`config.mk`:
```
export PLATFORM = sky130hd
export DESIGN_NAME = lcd_nib_engine
export DESIGN_NICKNAME = d
export VERILOG_FILES = /design/src/rtl/lcd_nib_pkg.sv /design/src/rtl/lcd_nib_rst_sync.sv /design/src/rtl/lcd_nib_timer.sv /design/src/rtl/lcd_nib_exec_sel.sv /design/src/rtl/lcd_nib_engine.sv
export SDC_FILE = /design/constraint.sdc
export NUM_CORES = 1
export LEC_CHECK = 0
export BUFFER_PORTS_ARGS = -buffer_cell sky130_fd_sc_hd__buf_2
export CORE_AREA = 2 2 58 60
export CTS_CLUSTER_SIZE = 16
export DETAILED_ROUTE_END_ITERATION = 8
export DIE_AREA = 0 0 60 62
export PLACE_DENSITY_LB_ADDON = 0.3
export SETUP_SLACK_MARGIN = 0.4
export SYNTH_ARGS = -nofsm -noshare
export SYNTH_HDL_FRONTEND = slang
export SYNTH_SLANG_ARGS = --single-unit
```
`constraint.sdc`:
```
create_clock -name clk -period 3.39 [get_ports clk]
set_clock_uncertainty 0.05 [all_clocks]
set_input_delay 0.339 -clock clk [delete_from_list [all_inputs] [get_ports clk]]
set_output_delay 0.339 -clock clk [all_outputs]
set_load 0.02 [all_outputs]
```
`src/rtl/lcd_nib_pkg.sv`:
```
package lcd_nib_pkg;

  typedef enum logic [2:0] {
    PH_IDLE   = 3'd0,
    PH_SETUP  = 3'd1,
    PH_STROBE = 3'd2,
    PH_RECOV  = 3'd3,
    PH_EXEC   = 3'd4
  } lcd_phase_e;

  // Smallest cycle count at clk_hz that covers ns nanoseconds.
  function automatic int unsigned ns_to_cycles(longint unsigned clk_hz,
                                               longint unsigned ns);
    longint unsigned prod;
    prod = clk_hz * ns;
    return 32'((prod + 64'd999_999_999) / 64'd1_000_000_000);
  endfunction

  function automatic int unsigned max_u(int unsigned a, int unsigned b);
    return (a > b) ? a : b;
  endfunction

endpackage

```
`src/rtl/lcd_nib_rst_sync.sv`:
```
module lcd_nib_rst_sync (
  input  logic clk,
  input  logic arst_n,
  output logic srst_n
);
  logic stage_q;
  logic out_q;

  always_ff @(posedge clk or negedge arst_n) begin
    if (!arst_n) begin
      stage_q <= 1'b0;
      out_q   <= 1'b0;
    end else begin
      stage_q <= 1'b1;
      out_q   <= stage_q;
    end
  end

  assign srst_n = out_q;
endmodule

```
`src/rtl/lcd_nib_timer.sv`:
```
module lcd_nib_timer #(
  parameter int unsigned W = 8
) (
  input  logic         clk,
  input  logic         rst_n,
  input  logic         load,
  input  logic [W-1:0] load_val,
  output logic         expired
);
  logic [W-1:0] cnt_q;
  logic [W-1:0] cnt_d;

  always_comb begin
    cnt_d = cnt_q;
    if (load) begin
      cnt_d = load_val;
    end else if (cnt_q != '0) begin
      cnt_d = cnt_q - 1'b1;
    end
  end

  always_ff @(posedge clk or negedge rst_n) begin
    if (!rst_n) cnt_q <= '0;
    else        cnt_q <= cnt_d;
  end

  assign expired = (cnt_q == '0);
endmodule

```
`src/rtl/lcd_nib_exec_sel.sv`:
```
module lcd_nib_exec_sel (
  input  logic       rs,
  input  logic [7:0] byte_in,
  output logic       long_wait
);
  // Instruction codes 0x01..0x03 (clear, return home) need the long wait.
  always_comb begin
    long_wait = !rs && (byte_in[7:2] == 6'd0) && (byte_in[1:0] != 2'd0);
  end
endmodule

```
`src/rtl/lcd_nib_engine.sv`:
```
module lcd_nib_engine
  import lcd_nib_pkg::*;
#(
  parameter int unsigned CLK_HZ        = 50_000_000,
  parameter int unsigned T_AS_NS       = 140,
  parameter int unsigned T_PW_NS       = 450,
  parameter int unsigned T_DSW_NS      = 195,
  parameter int unsigned T_AH_NS       = 10,
  parameter int unsigned T_CYC_NS      = 1000,
  parameter int unsigned EXEC_SHORT_NS = 40_000,
  parameter int unsigned EXEC_LONG_NS  = 1_640_000
) (
  input  logic       clk,
  input  logic       arst_n,
  input  logic       req_valid,
  input  logic       req_rs,
  input  logic       req_nibble_only,
  input  logic [7:0] req_byte,
  output logic       req_ready,
  output logic       lcd_rs,
  output logic       lcd_rw,
  output logic       lcd_e,
  output logic [3:0] lcd_db
);

  localparam int unsigned AS_CYC  = max_u(1, ns_to_cycles(CLK_HZ, T_AS_NS));
  localparam int unsigned PW_CYC  = max_u(1, max_u(ns_to_cycles(CLK_HZ, T_PW_NS),
                                                   ns_to_cycles(CLK_HZ, T_DSW_NS)));
  localparam int unsigned AH_CYC  = max_u(1, ns_to_cycles(CLK_HZ, T_AH_NS));
  localparam int unsigned CY_CYC  = ns_to_cycles(CLK_HZ, T_CYC_NS);
  localparam int unsigned REC_CYC = (CY_CYC > AS_CYC + PW_CYC + AH_CYC) ?
                                    (CY_CYC - AS_CYC - PW_CYC) : AH_CYC;
  localparam int unsigned XS_CYC  = max_u(1, ns_to_cycles(CLK_HZ, EXEC_SHORT_NS));
  localparam int unsigned XL_CYC  = max_u(1, ns_to_cycles(CLK_HZ, EXEC_LONG_NS));
  localparam int unsigned CNT_MAX = max_u(max_u(max_u(AS_CYC, PW_CYC), REC_CYC),
                                          max_u(XS_CYC, XL_CYC));
  localparam int unsigned CNT_W   = $clog2(CNT_MAX + 1);

  localparam logic [CNT_W-1:0] LD_AS  = CNT_W'(AS_CYC - 1);
  localparam logic [CNT_W-1:0] LD_PW  = CNT_W'(PW_CYC - 1);
  localparam logic [CNT_W-1:0] LD_REC = CNT_W'(REC_CYC - 1);
  localparam logic [CNT_W-1:0] LD_XS  = CNT_W'(XS_CYC - 1);
  localparam logic [CNT_W-1:0] LD_XL  = CNT_W'(XL_CYC - 1);

  logic srst_n;

  lcd_nib_rst_sync u_rst (
    .clk    (clk),
    .arst_n (arst_n),
    .srst_n (srst_n)
  );

  lcd_phase_e       phase_q, phase_d;
  logic             rs_q, rs_d;
  logic [3:0]       db_q, db_d;
  logic [3:0]       lo_q, lo_d;
  logic             second_q, second_d;
  logic             long_q, long_d;
  logic             e_q, e_d;
  logic             rdy_q, rdy_d;
  logic             tmr_load;
  logic [CNT_W-1:0] tmr_val;
  logic             tmr_done;
  logic             req_long;
  logic             accept;

  lcd_nib_exec_sel u_sel (
    .rs        (req_rs),
    .byte_in   (req_byte),
    .long_wait (req_long)
  );

  lcd_nib_timer #(.W(CNT_W)) u_tmr (
    .clk      (clk),
    .rst_n    (srst_n),
    .load     (tmr_load),
    .load_val (tmr_val),
    .expired  (tmr_done)
  );

  assign accept = req_valid && rdy_q;

  // Next-state logic
  always_comb begin
    phase_d  = phase_q;
    rs_d     = rs_q;
    db_d     = db_q;
    lo_d     = lo_q;
    second_d = second_q;
    long_d   = long_q;
    e_d      = e_q;
    rdy_d    = rdy_q;
    tmr_load = 1'b0;
    tmr_val  = '0;
    unique case (phase_q)
      PH_IDLE: begin
        if (accept) begin
          rs_d     = req_rs;
          db_d     = req_byte[7:4];
          lo_d     = req_byte[3:0];
          second_d = !req_nibble_only;
          long_d   = req_long;
          rdy_d    = 1'b0;
          tmr_load = 1'b1;
          tmr_val  = LD_AS;
          phase_d  = PH_SETUP;
        end
      end
      PH_SETUP: begin
        if (tmr_done) begin
          e_d      = 1'b1;
          tmr_load = 1'b1;
          tmr_val  = LD_PW;
          phase_d  = PH_STROBE;
        end
      end
      PH_STROBE: begin
        if (tmr_done) begin
          e_d      = 1'b0;
          tmr_load = 1'b1;
          tmr_val  = LD_REC;
          phase_d  = PH_RECOV;
        end
      end
      PH_RECOV: begin
        if (tmr_done) begin
          tmr_load = 1'b1;
          if (second_q) begin
            second_d = 1'b0;
            db_d     = lo_q;
            tmr_val  = LD_AS;
            phase_d  = PH_SETUP;
          end else begin
            tmr_val  = long_q ? LD_XL : LD_XS;
            phase_d  = PH_EXEC;
          end
        end
      end
      PH_EXEC: begin
        if (tmr_done) begin
          rdy_d   = 1'b1;
          phase_d = PH_IDLE;
        end
      end
      default: begin
        rdy_d   = 1'b1;
        e_d     = 1'b0;
        phase_d = PH_IDLE;
      end
    endcase
  end

  // State registers
  always_ff @(posedge clk or negedge srst_n) begin
    if (!srst_n) begin
      phase_q  <= PH_IDLE;
      rs_q     <= 1'b0;
      db_q     <= 4'd0;
      lo_q     <= 4'd0;
      second_q <= 1'b0;
      long_q   <= 1'b0;
      e_q      <= 1'b0;
      rdy_q    <= 1'b1;
    end else begin
      phase_q  <= phase_d;
      rs_q     <= rs_d;
      db_q     <= db_d;
      lo_q     <= lo_d;
      second_q <= second_d;
      long_q   <= long_d;
      e_q      <= e_d;
      rdy_q    <= rdy_d;
    end
  end

  assign req_ready = rdy_q;
  assign lcd_rs    = rs_q;
  assign lcd_rw    = 1'b0;
  assign lcd_e     = e_q;
  assign lcd_db    = db_q;


  idle_e_low_chk: assert property (@(posedge clk) disable iff (!srst_n)
    req_ready |-> !lcd_e);


  high_bus_stable_chk: assert property (@(posedge clk) disable iff (!srst_n)
    (lcd_e && $past(lcd_e)) |-> $stable({lcd_rs, lcd_db}));


  fall_hold_chk: assert property (@(posedge clk) disable iff (!srst_n)
    $fell(lcd_e) |-> $stable({lcd_rs, lcd_db}));


  ready_drop_chk: assert property (@(posedge clk) disable iff (!srst_n)
    (req_valid && req_ready) |=> !req_ready);


  ready_rise_chk: assert property (@(posedge clk) disable iff (!srst_n)
    $rose(req_ready) |-> ($past(phase_q) == PH_EXEC));

endmodule

```
== Word level (Yosys, flattened, before mapping) ==
Index checks and enable logic that the tools add are counted.
Word-level totals
  register bits: 35
  output and inout bits: 8
  bits of input ports: 13
  logic and storage cells: 74
Cells by class
  muxes and demuxes: 30
  reductions and logical operators: 20
  bitwise logic cells: 2
  add/sub/neg operators: 1
  eq/ne operators: 10
Operators with widths (number)
  two-way mux 17 bit: 5
  one-hot mux 17 bit (4 select lines): 1
  two-way mux 3 bit: 7
  zero test 17 bit: 1
  nonzero test 17 bit: 1
  subtractor 17 x 1 -> 17 bit, second input constant: 1
  one-hot mux 3 bit (5 select lines): 1
  two-way mux 4 bit: 3
  != test 2 bit, second input constant: 6
  two-way mux 5 bit: 2
  AND reduction 3 bit: 3
  one-hot mux 4 bit (2 select lines): 1
  == test 3 x 2 -> 1 bit, second input constant: 2
  zero test 6 bit: 1
  two-way mux 1 bit: 6
  one-hot mux 1 bit (3 select lines): 2
  nonzero test 2 bit: 3
  OR reduction 3 bit: 2
  AND reduction 5 bit: 1
  one-hot mux 1 bit (2 select lines): 2
  AND reduction 4 bit: 1
  == test 3 x 1 -> 1 bit, second input constant: 1
  == test 3 bit, second input constant: 1
  logical AND 1 bit: 3
  other kinds (4): 6

== Depth between registers and ports, before layout ==
  word-level depth: 5
  depth in mapped cells: 8
  gate-level depth less buffers: 7

== Cells and area by module ==
From an unflattened synthesis, not the netlist that was laid out.
Second synthesis, totals
  cell total of the unflattened synthesis: 194
  area total of the unflattened synthesis: 1986.9 um2
By module, submodules not included
  lcd_nib_timer: times used 1, cells each 109, sequential area each 425.4 um2, area an instance 1033.5 um2
  lcd_nib_engine: times used 1, cells each 79, sequential area each 401.6 um2, area an instance 872.1 um2
  lcd_nib_rst_sync: times used 1, cells each 3, sequential area each 50.0 um2, area an instance 53.8 um2
  lcd_nib_exec_sel: times used 1, cells each 3, sequential area each 0.0 um2, area an instance 27.5 um2

== Least setup slack after synthesis ==
Ideal clock, no wire load.
  kind: register to register
  start: register u_tmr.cnt_q[0]
  end: register u_tmr.cnt_q[14]
  required time: 3.257 ns
  path buffers: 1
  path slack: 1.370 ns
  stages on the path, launching flop included: 9
  library setup time: 0.083 ns
  arrival: 1.886 ns
  period minus slack after synthesis: 2.020 ns
  path through: dfrtp_1 inv_1 ha_1 nor4b_4 nand2_1 or2_4 or3_1 buf_6 o22ai_1
On the way
  cells in the longest elaborated chain, start to end: 4
  elaborated cells between the ends (all ways): 10
  those cells by class: add/sub: 1; mux: 6; reduce/logical: 3
RTL lines
  from (decl): line lcd_nib_timer.sv:10  | logic [W-1:0] cnt_q;
  from (signal assigned): line lcd_nib_timer.sv:24  | else cnt_q <= cnt_d;
  branches (longest 4 deep; another with subtractor 17 x 1 -> 17 bit)
Parallel ways; which one is timed is not known. The select of a mux whose other input is x is not followed.
A chain may end at the register's enable or synchronous reset.

== Worst setup path after layout ==
  start: register u_tmr.cnt_q[0]
  end: register u_tmr.cnt_q[7]
The elaborated chain is that of the path after synthesis.

==> qor.yml <==
power_and_ir_drop:
  p_per_area_nw_per_um2: 328.3
  p_leak_nw: 0.8939
  ir_drop_uv: 257.6
grt:
  grt_first_pass_wirelength_um: 6244
  grt_pass1_vias: 1409
  antenna_found_initial: 0
  gr-total-overflow: 0
  grt_use_total_pct: 22.96
  grt_max_degree: 34
logic_synthesis:
  synth_ff_type: "dfrtp_1"
  yosys_warnings: 0
  synth_most_common_cell: "dfrtp_1"
  synth_edf_count: 0
  syn_avg_cell_area_um2: 9.670
  yosys-top-cells-area: "dfrtp_1 (47%), nand2_1 (5.6%), mux2_2 (5.0%)"
  syn_inst: 188
  postSynth.asyncResetShare_pct: 100.0
  syn_area_um2: 1818
  yosysTopAreaCellShare_pct: 46.80
  ys_top_cells_by_count: "dfrtp_1 (34), nand2_1 (27), nor2_1 (20)"
  synth.distinct_cells: 39
  synth_top_area_cell: "dfrtp_1"
  yosysSeqAreaShare_pct: 48.25
  synth_nets: 203
  synth_seq_cells: 35
drt:
  vias: 1478
  drt-total-wl_um: 3710
  drc: 0
  routedWlPerCell_um: 14.44
  dr.pass1.iters: 4
  ant_nets: 0
  vias_per_cell: 5.751
  drt_iter0_markers: 105
cts:
  htreeDepth: 2
  worstSkewPairLatency_ns: 0.34
  cts_tree: "built"
  numCtsBuffers: 5
  cts_root_buf: "clkbuf_4"
  numClockSinks: 35
  postCtsHoldBufs: 1
  post_cts_resized: 0
  clkSlewWorstSetupHoldPaths_ns: 0.11
  cts_buffer_depth: 2
  post_cts_buffers: 0
floorplanning:
  die_x_um: 60
  die_area_um2: 3720
  io_pins: 21
  rows: 21
  placeableCoreArea_um2: 3179
  start_util_pct: 57.18
  die_y_um: 62
placement:
  gp_congestion: 0.8149
  port_buffers: 19
  place_ws_ns: 1.104
  dp_hpwl_um: 2670
worst_setup_path:
  worstPathMaxFanout: 9
  crit_arrival_ns: 2.54
  start_kind: "flop"
  endpoint_kind: "flop"
  cp_slowest_cell: "or3_1"
  critPathRequiredTime_ns: 3.59
  cp_cell_sequence: "inv_1 > ha_1 > nor4b_4 > nand2_1 > or2_4 > or3_1 > o22ai_1"
  critPathBufInv: 1
  crit_type: "reg -> reg"
  cpLargestDelayFamily: "simple AND/OR/NAND/NOR gates"
  cpPeakStageDelay_ns: 0.50
sta:
  min_period_ns: 2.341
  fin_ws_ns: 1.049
  final-setup-viol-count: 0
  rsz0062_at_grt: "false"
  tightest_slew_ns: 0.7110
  slew_headroom_pct: 52.23
  slew_violations: 0
  finalCritPeriodShare_pct: 69.07
  hold_viol: 0
  fin_setup_tns_ns: 0
  fmax_mhz: 427.1
finish:
  diodes: 0
  seqCellArea_um2: 877.1
  synthToLayoutAreaGrowth_pct: 10.67
  drive_gt1_share_pct: 21.33
  multiInputGateArea_um2: 888.4
  finalNetCount: 225
  final.fill_count: 274
flow_run:
  cap_violations: 0
worst_hold_path:
  min_path_type: "in -> reg"
outcome:
  run_status: "finished, final reports clean"
## final timing paths
kind,start,to,slack [ns],cells after the start
max,u_tmr.cnt_q[0]$_DFFE_PN0P_,u_tmr.cnt_q[7]$_DFFE_PN0P_,1.05,7
min,req_nibble_only,second_q$_DFFE_PN0P_,0.14,2
max reg2reg,u_tmr.cnt_q[0]$_DFFE_PN0P_,u_tmr.cnt_q[7]$_DFFE_PN0P_,1.05,7
min reg2reg,u_rst.srst_n$_DFF_PN0_,long_q$_DFFE_PN0P_,0.22,1
max in group asynchronous,u_rst.srst_n$_DFF_PN0_,req_ready$_DFFE_PN1P_,2.74,1
min in group asynchronous,u_rst.srst_n$_DFF_PN0_,long_q$_DFFE_PN0P_,0.22,1
## sequential cells by signal, indices dropped and copies added (netlist names), 3 cells and up
| signal | count |
|---|---|
| lcd_db | 4 |
| lo_q | 4 |
| phase_q | 3 |
| u_tmr.cnt_q | 17 |
## stage by stage
| step | instance area [um2] | instances | utilization (%) | hold slack (ns) | power, mW |
|---|---|---|---|---|---|
| after floorplan | 1818 | 188 | - | -0.006591 | 0.4371 |
| after global placement | 1948 | 248 | 61.28 | 0.07228 | 0.4479 |
| after detailed placement | 1948 | 248 | 61.28 | 0.07414 | 0.4487 |
| after CTS | 2012 | 257 | 63.28 | 0.1368 | 0.6668 |
| after global routing | 2012 | 257 | 63.28 | 0.1417 | 0.6862 |
| final | 2012 | 257 | 63.28 | 0.1443 | 0.6604 |
## cells in the final DEF (no fill, tap or decap), types with 6 or more instances in the layout
cell,count
dfrtp_1,34
nand2_1,27
nor2_1,20
buf_2,19
nor3_1,10
xnor2_1,9
mux2_2,8
o21ai_0,8
nor4_1,7
a21oi_1,7
o22ai_1,6
## metal layers
metal  global-route usage (%)  vias to the layer above  part of all wire, %
met5                        0                        -                    0
met4                    8.889                        0                 0.92
met3                    4.555                        4                  4.6
met2                    37.73                       43                   50
met1                    30.21                      721                   44
li1                         -                      710                    -
## cells by family (layout without fill, tap and decap cells)
group,Yosys count,in the layout,synth area share (%)
muxes,10,10,6.057
xor gates and xnor gates,12,12,5.782
and+or+nand+nor,84,84,24.57
buffers and inverters,11,34,2.891
other,2,2,0.4131
adders and majority gates,2,2,1.376
AOI/OAI and AO/OA,32,32,10.67
DFF,35,35,48.25
## area by class of cell
cell class | count | area share [%]
clock buffers | 6 | 2.052
clock inverters | 2 | 0.6219
multi-input cells | 142 | 44.15
repair buffers | 22 | 5.970
flip-flops and latches | 35 | 43.59
inverters | 4 | 0.7463
well taps | 46 | 2.861
## where the power goes
part | internal (mW) | switching [mW]
Sequential | 0.419 | 0.000317
Combinational | 0.00860 | 0.0137
Clock | 0.0800 | 0.139
Total | 0.507 | 0.153
Power figures use the tool's default switching activity.
